<file path="src/rtl/if_limit_pkg.sv">
package if_limit_pkg;
  // Limiter state: which of the two output levels is driven.
  typedef enum logic {
    LIM_NEG = 1'b0,
    LIM_POS = 1'b1
  } lim_state_e;
endpackage

</file>
<file path="src/rtl/ifl_capture.sv">
// Latches a converter code on data-ready and converts it to two's complement.
module ifl_capture #(
  parameter int DW = 13
) (
  input  logic                 clk,
  input  logic                 rst,
  input  logic [DW-1:0]        code_in,
  input  logic                 code_rdy,
  output logic signed [DW-1:0] smp_q,
  output logic                 smp_v
);
  logic signed [DW-1:0] smp_d;

  // Offset binary to two's complement: flip the top bit only.
  always_comb begin
    smp_d = {~code_in[DW-1], code_in[DW-2:0]};
  end

  always_ff @(posedge clk) begin
    if (rst) begin
      smp_q <= '0;
      smp_v <= 1'b0;
    end else begin
      smp_v <= code_rdy;
      if (code_rdy) smp_q <= smp_d;
    end
  end
endmodule

</file>
<file path="src/rtl/ifl_limiter.sv">
// Comparator with a symmetric dead band; drives one of two half-scale levels.
module ifl_limiter
  import if_limit_pkg::*;
#(
  parameter int DW   = 13,
  parameter int HYST = 120
) (
  input  logic                 clk,
  input  logic                 rst,
  input  logic signed [DW-1:0] smp,
  input  logic                 smp_v,
  output lim_state_e           state_q,
  output logic signed [DW-1:0] lvl,
  output logic                 lvl_v
);
  localparam logic signed [DW-1:0] HI_T  = DW'(HYST);
  localparam logic signed [DW-1:0] LO_T  = -HI_T;
  localparam logic signed [DW-1:0] L_POS = DW'((1 << (DW - 2)) - 1);
  localparam logic signed [DW-1:0] L_NEG = -(L_POS) - DW'(1);

  lim_state_e state_d;

  always_comb begin
    state_d = state_q;
    if (smp_v) begin
      if (smp > HI_T)      state_d = LIM_POS;
      else if (smp < LO_T) state_d = LIM_NEG;
    end
  end

  always_ff @(posedge clk) begin
    if (rst) begin
      state_q <= LIM_POS;
      lvl_v   <= 1'b0;
    end else begin
      state_q <= state_d;
      lvl_v   <= smp_v;
    end
  end

  always_comb begin
    lvl = (state_q == LIM_POS) ? L_POS : L_NEG;
  end
endmodule

</file>
<file path="src/rtl/ifl_decimator.sv">
// Keeps one sample in DECIM, sign-extends it and registers it with a strobe.
module ifl_decimator #(
  parameter int DW    = 13,
  parameter int OW    = 16,
  parameter int DECIM = 8
) (
  input  logic                 clk,
  input  logic                 rst,
  input  logic signed [DW-1:0] lvl,
  input  logic                 lvl_v,
  output logic [OW-1:0]        out_data,
  output logic                 out_valid
);
  localparam int CW = (DECIM > 1) ? $clog2(DECIM) : 1;

  logic          take;
  logic [OW-1:0] ext;

  always_comb begin
    ext = {{(OW - DW){lvl[DW-1]}}, lvl};
  end

  generate
    if (DECIM == 1) begin : g_pass
      always_comb take = lvl_v;
    end else begin : g_count
      logic [CW-1:0] cnt_q;
      always_ff @(posedge clk) begin
        if (rst) begin
          cnt_q <= '0;
        end else if (lvl_v) begin
          cnt_q <= (cnt_q == CW'(DECIM - 1)) ? '0 : cnt_q + CW'(1);
        end
      end
      always_comb take = lvl_v && (cnt_q == CW'(DECIM - 1));
    end
  endgenerate

  always_ff @(posedge clk) begin
    if (rst) begin
      out_data  <= '0;
      out_valid <= 1'b0;
    end else begin
      out_valid <= take;
      if (take) out_data <= ext;
    end
  end
endmodule

</file>
<file path="src/rtl/if_limit_decim.sv">
module if_limit_decim
  import if_limit_pkg::*;
#(
  parameter int DW    = 13,
  parameter int OW    = 16,
  parameter int HYST  = 120,
  parameter int DECIM = 8
) (
  input  logic          clk,
  input  logic          rst,
  input  logic [12:0]   adc_code,
  input  logic          adc_rdy,
  output logic [15:0]   if_sample,
  output logic          if_valid
);
  logic signed [DW-1:0] cap_smp;
  logic                 cap_v;
  lim_state_e           lim_state;
  logic signed [DW-1:0] lim_lvl;
  logic                 lim_v;
  logic                 lim_pos;

  ifl_capture #(.DW(DW)) u_cap (
    .clk(clk), .rst(rst), .code_in(adc_code), .code_rdy(adc_rdy),
    .smp_q(cap_smp), .smp_v(cap_v)
  );

  ifl_limiter #(.DW(DW), .HYST(HYST)) u_lim (
    .clk(clk), .rst(rst), .smp(cap_smp), .smp_v(cap_v),
    .state_q(lim_state), .lvl(lim_lvl), .lvl_v(lim_v)
  );

  assign lim_pos = (lim_state == LIM_POS);

  ifl_decimator #(.DW(DW), .OW(OW), .DECIM(DECIM)) u_dec (
    .clk(clk), .rst(rst), .lvl(lim_lvl), .lvl_v(lim_v),
    .out_data(if_sample), .out_valid(if_valid)
  );
endmodule

</file>
<file path="config.mk">
export PLATFORM = sky130hd
export DESIGN_NAME = if_limit_decim
export DESIGN_NICKNAME = d
export VERILOG_FILES = /design/src/rtl/if_limit_pkg.sv /design/src/rtl/ifl_capture.sv /design/src/rtl/ifl_limiter.sv /design/src/rtl/ifl_decimator.sv /design/src/rtl/if_limit_decim.sv
export SDC_FILE = /design/constraint.sdc
export NUM_CORES = 1
export LEC_CHECK = 0
export CAP_MARGIN = 10
export CORE_MARGIN = 4
export CORE_UTILIZATION = 30
export CTS_BUF_LIST = sky130_fd_sc_hd__clkbuf_16
export DETAILED_ROUTE_END_ITERATION = 7
export PLACE_DENSITY = 0.57
export SLEW_MARGIN = 25
export SYNTH_ARGS = -nofsm -noshare
export SYNTH_HDL_FRONTEND = slang
export SYNTH_SLANG_ARGS = --single-unit
</file>
<file path="constraint.sdc">
create_clock -name clk -period 2.1 [get_ports clk]
set_input_delay 0.42 -clock clk [delete_from_list [all_inputs] [get_ports clk]]
set_output_delay 0.42 -clock clk [all_outputs]
set_load 0.02 [all_outputs]
</file>
# Word-level counts from Yosys, hierarchy flattened
# Index checks and enable logic that the tools add are counted.
[totals]
ff_bits = 33
inputBits = 16
output_inout_bits = 17
word_cells = 19
[classes]
add_sub_neg = 1
magnitude_cmp = 2
n_eq_ne = 1
muxes = 4
bitwise = 1
n_reduce_logical = 3
[ops]
columns = ["cell", "n"]
rows = [
  ["13-bit by 8-bit > comparator with 1-bit output (second input constant)", 1],
  ["13-bit by 8-bit less-than comparator with 1-bit output (second input constant)", 1],
  ["13-bit two-way mux", 1],
  ["3-bit by 1-bit adder with 3-bit output (second input constant)", 1],
  ["3-bit equality test (second input constant)", 1],
  ["3-bit two-way mux", 1],
  ["1-bit two-way mux", 2],
  ["2-bit AND reduction", 1],
  ["2-bit nonzero test", 1],
  ["1-bit logical AND", 1],
  ["1-bit inverter", 1],
]

# Longest topological paths before layout
[depth]
depth_word = 3
mapped_depth = 5
depth_no_buf = 5

# Hierarchy
# From an unflattened synthesis, not the netlist that was laid out.
[unflattened]
cells_unflattened = 152
hier_area_um2 = 1481.4
[modules_own_cells]
columns = ["module", "instances", "cells_each", "area_per_inst_um2", "seq_area_each_um2"]
rows = [
  ["ifl_decimator", 1, 79, 755.7, 340.3],
  ["ifl_capture", 1, 44, 504.2, 280.3],
  ["ifl_limiter", 1, 29, 221.5, 40.0],
]

# Worst setup path before layout
# OpenSTA, ideal clock, no wires.
[synth_path]
path_type = "register to output"
from = "reg u_dec.out_data[10]"
to = "out if_sample[10]"
t_arrival_ps = 798
required_time_ps = 1680
setup_slack_ps = 882
path_stages_with_launch = 2
n_path_buf = 1
path_cell_list = "dfxtp_1 buf_4"
[synth_lines]
columns = ["item", "line", "source"]
rows = [
  ["from (decl)", "ifl_decimator.sv:11", "output logic [OW-1:0] out_data,"],
  ["from (signal assigned)", "ifl_decimator.sv:45", "if (take) out_data <= ext;"],
  ["to (decl)", "if_limit_decim.sv:13", "output logic [15:0] if_sample,"],
]
# No word-level cell between the ends.

==> summary.txt <==
Status
  • Status: finished, final reports clean

Worst setup path
  • CP Cell Sequence: clkdlybuf4s50_1
  • Max FO, Critical Path: 12
  • Crit path buf inv count: 1
  • Delay-heaviest family, CP: buffers and inverters
  • Capturing element type of the critical path: output port
  • Largest stage delay, worst path: just under 0.7 ns
  • Arr. time, crit path: 1.42 ns
  • Critical path class: flop to output port
  • Crit start category: flop
  • Req. time, crit path: around 1.7 ns
  • Slowest cell on the critical path: clkdlybuf4s50_1

Synthesis
  • Syn Nets: approximately 120
  • Mean post-synth cell area: around 9.5 um2
  • Top cell type's share of synthesized area: ~46%
  • Synth warn: 0
  • Largest area contributor in the netlist: dfxtp_1
  • FF+latch count, synth: 22
  • Mapped Cells: 100
  • Netlist Area Pre-Place: approximately 950 um2
  • Top cells by area, synth: dfxtp_1 (46%), mux2i_1 (15%), buf_4 (12%)
  • Post-synthesis sequential area ratio: 46.4%
  • Synth cell types: 23

Layout
  • N_diodes: 0
  • Non-Filler Instances: between 150 and 200
  • Commonest non-fill, non-tap cell in the layout: clkdlybuf4s50_1
  • Fillers: ~320
  • Multi-input gate area: roughly 370 um2
  • Util after Layout: between 40% and 50%
  • Commonest cells after routing, fill and taps aside: clkdlybuf4s50_1 (32), dfxtp_1 (22), nor2_1 (18)
  • Area Overhead vs Synth: 36.1%
  • Nets@finish: between 100 and 150
  • Reg area: approximately 440 um2
  • Share of cells above drive strength 1: between 6 and 7%

Place
  • HPWL Detailed: 1.34 mm
  • Placed Cells: 160
  • Gp weighted congestion: about 0.73
  • I/O Buffers: 32

Global routing
  • First-pass GRT wire length: between 2 and 3 mm
  • Initial antenna violation count: 0
  • Total GRT Usage: between 8 and 9%
  • Largest net degree at the start of global routing: 16
  • Total congestion overflow: 0
  • Number of global-route vias before repair: 641

CTS
  • CTS Sinks: 22
  • CTS tree: done
  • Clock buffer count from CTS: 3
  • H-tree levels: 1
  • # resized after CTS: 0
  • Root buf cell: clkbuf_16
  • Reg clk slew, reported paths: 0.06 ns
  • Setup bufs post-CTS: 0
  • Clock Latency Late Sink: 0.25 ns
  • Hold_buf cts: 0
  • Worst-case clock buffer depth: 2

Drt
  • Post-Route WL: around 1.7 mm
  • DRC viols: 0
  • Wire length per cell: about 10 um
  • Number of DRC markers in iteration 0: 14
  • Via count: about 700
  • Drt first pass iters: 4
  • Detail Route Antenna Nets: 0
  • Via density: between 4 and 5

Timing
  • Measured slew at the worst slew-check pin: slightly above 0.3 ns
  • Final slew viol count: 0
  • Final hold viol count: 0
  • Final Skew: roughly 0.0027 ns
  • Post-route minimum period: about 1.8 ns
  • Highest clock rate: approximately 540 MHz
  • Setup TNS: 0 ns
  • Unrepaired setup endpoints after global routing: no
  • Final setup vio count: 0
  • Tcrit/Tclk final: between 80 and 90%
  • Slew headroom: 79.6%

Power and ir drop
  • Peak supply drop: 0.343 mV
  • Leakage: between 0.5 and 0.6 nW
  • PwrDens: around 700 mW/mm2

Floorplan
  • Core box area: roughly 0.003 mm2
  • Row count: 20
  • Initial Utilization: ~31%
  • Die X: between 60 and 70 um
  • Die Y: approximately 64 um
  • I/O pin count: 33
  • Die Area: approximately 0.0041 mm2

Worst hold path
  • Worst hold path class: flop to flop

Job
  • Maxcap violations: 0
[power breakdown]
group	leakage, nW	switching, W	internal (W)
combinational	0.296	0.0000306	0.0000519
clock	0.0370	0.000132	0.000251
sequential	0.181	0.0000152	0.000437
[cells in the mapped netlist]
master	n
a21o_1	1
a211oi_1	1
clkbuf_1	2
ha_1	2
inv_1	2
nor4_2	1
buf_4	15
nor3b_1	1
nand2_1	5
nor2_1	18
nor4_1	1
a21oi_1	3
nand3_1	1
buf_2	1
dfxtp_1	22
o211ai_1	1
nor2b_1	2
clkbuf_2	1
or2_2	1
mux2i_1	14
nand4_1	2
a221o_1	1
nor3_1	2
[kinds of logic (layout without fill, tap and decap cells)]
family / after synthesis / in the layout / synth area share, %
buffers and inverters: 21 / 40 / 14.5
and+or+nand+nor: 34 / 34 / 16.7
AOI/OAI and AO/OA: 7 / 7 / 5.01
DFF: 22 / 22 / 46.4
muxes: 14 / 14 / 14.8
adders and majority gates: 2 / 2 / 2.63
[layer usage]
layer | up-vias | track usage, % | share of wire, %
met3 | 4 | 2.46 | 6.8
met5 | - | 0 | 0
met2 | 30 | 14.7 | 46
met1 | 309 | 9.64 | 44
met4 | 0 | 6.33 | 2.6
li1 | 360 | - | -
[state kept, by name, summed over array words and instances (netlist names)]
register / flops
u_dec.g_count.cnt_q: 3
u_lim.lvl_v: 1
u_cap.smp_v: 1
u_dec.out_valid: 1
u_lim.state_q: 1
u_dec.out_data: 2
u_cap.smp_q: 13
[worst paths after layout]
| kind | startpoint | to | slack [ns] | cells after the start |
|---|---|---|---|---|
| worst min register to register | u_cap.smp_v | u_lim.lvl_v | 0.48 | 1 |
| worst min-delay path | u_cap.smp_v | u_lim.lvl_v | 0.48 | 1 |
| worst max-delay path | u_dec.out_data[10] | if_sample[3] | 0.26 | 1 |
| worst max register to register | u_dec.g_count.cnt_q[0] | u_dec.out_data[11] | 0.83 | 5 |
[per-stage QoR]
stage	power (W)	area, um2	hold WS, ns	worst slack (ns)
CTS	0.000933	1290	0.481	0.234
global placement	0.000542	1220	0.470	0.549
detailed placement	0.000546	1220	0.472	0.508
global route	0.000960	1290	0.498	0.156
finish	0.000918	1290	0.479	0.262
floorplan	0.000504	950	0.457	0.882
[area by class of cell]
class                   instances  area share [%]
clock buffers                   3            5.81
multi-input cells              57            28.8
flip-flops and latches         22            34.1
well taps                      44            4.26
inverters                       2           0.581
repair buffers                 35            26.5
Note: power is estimated with default switching activity, not from simulation.
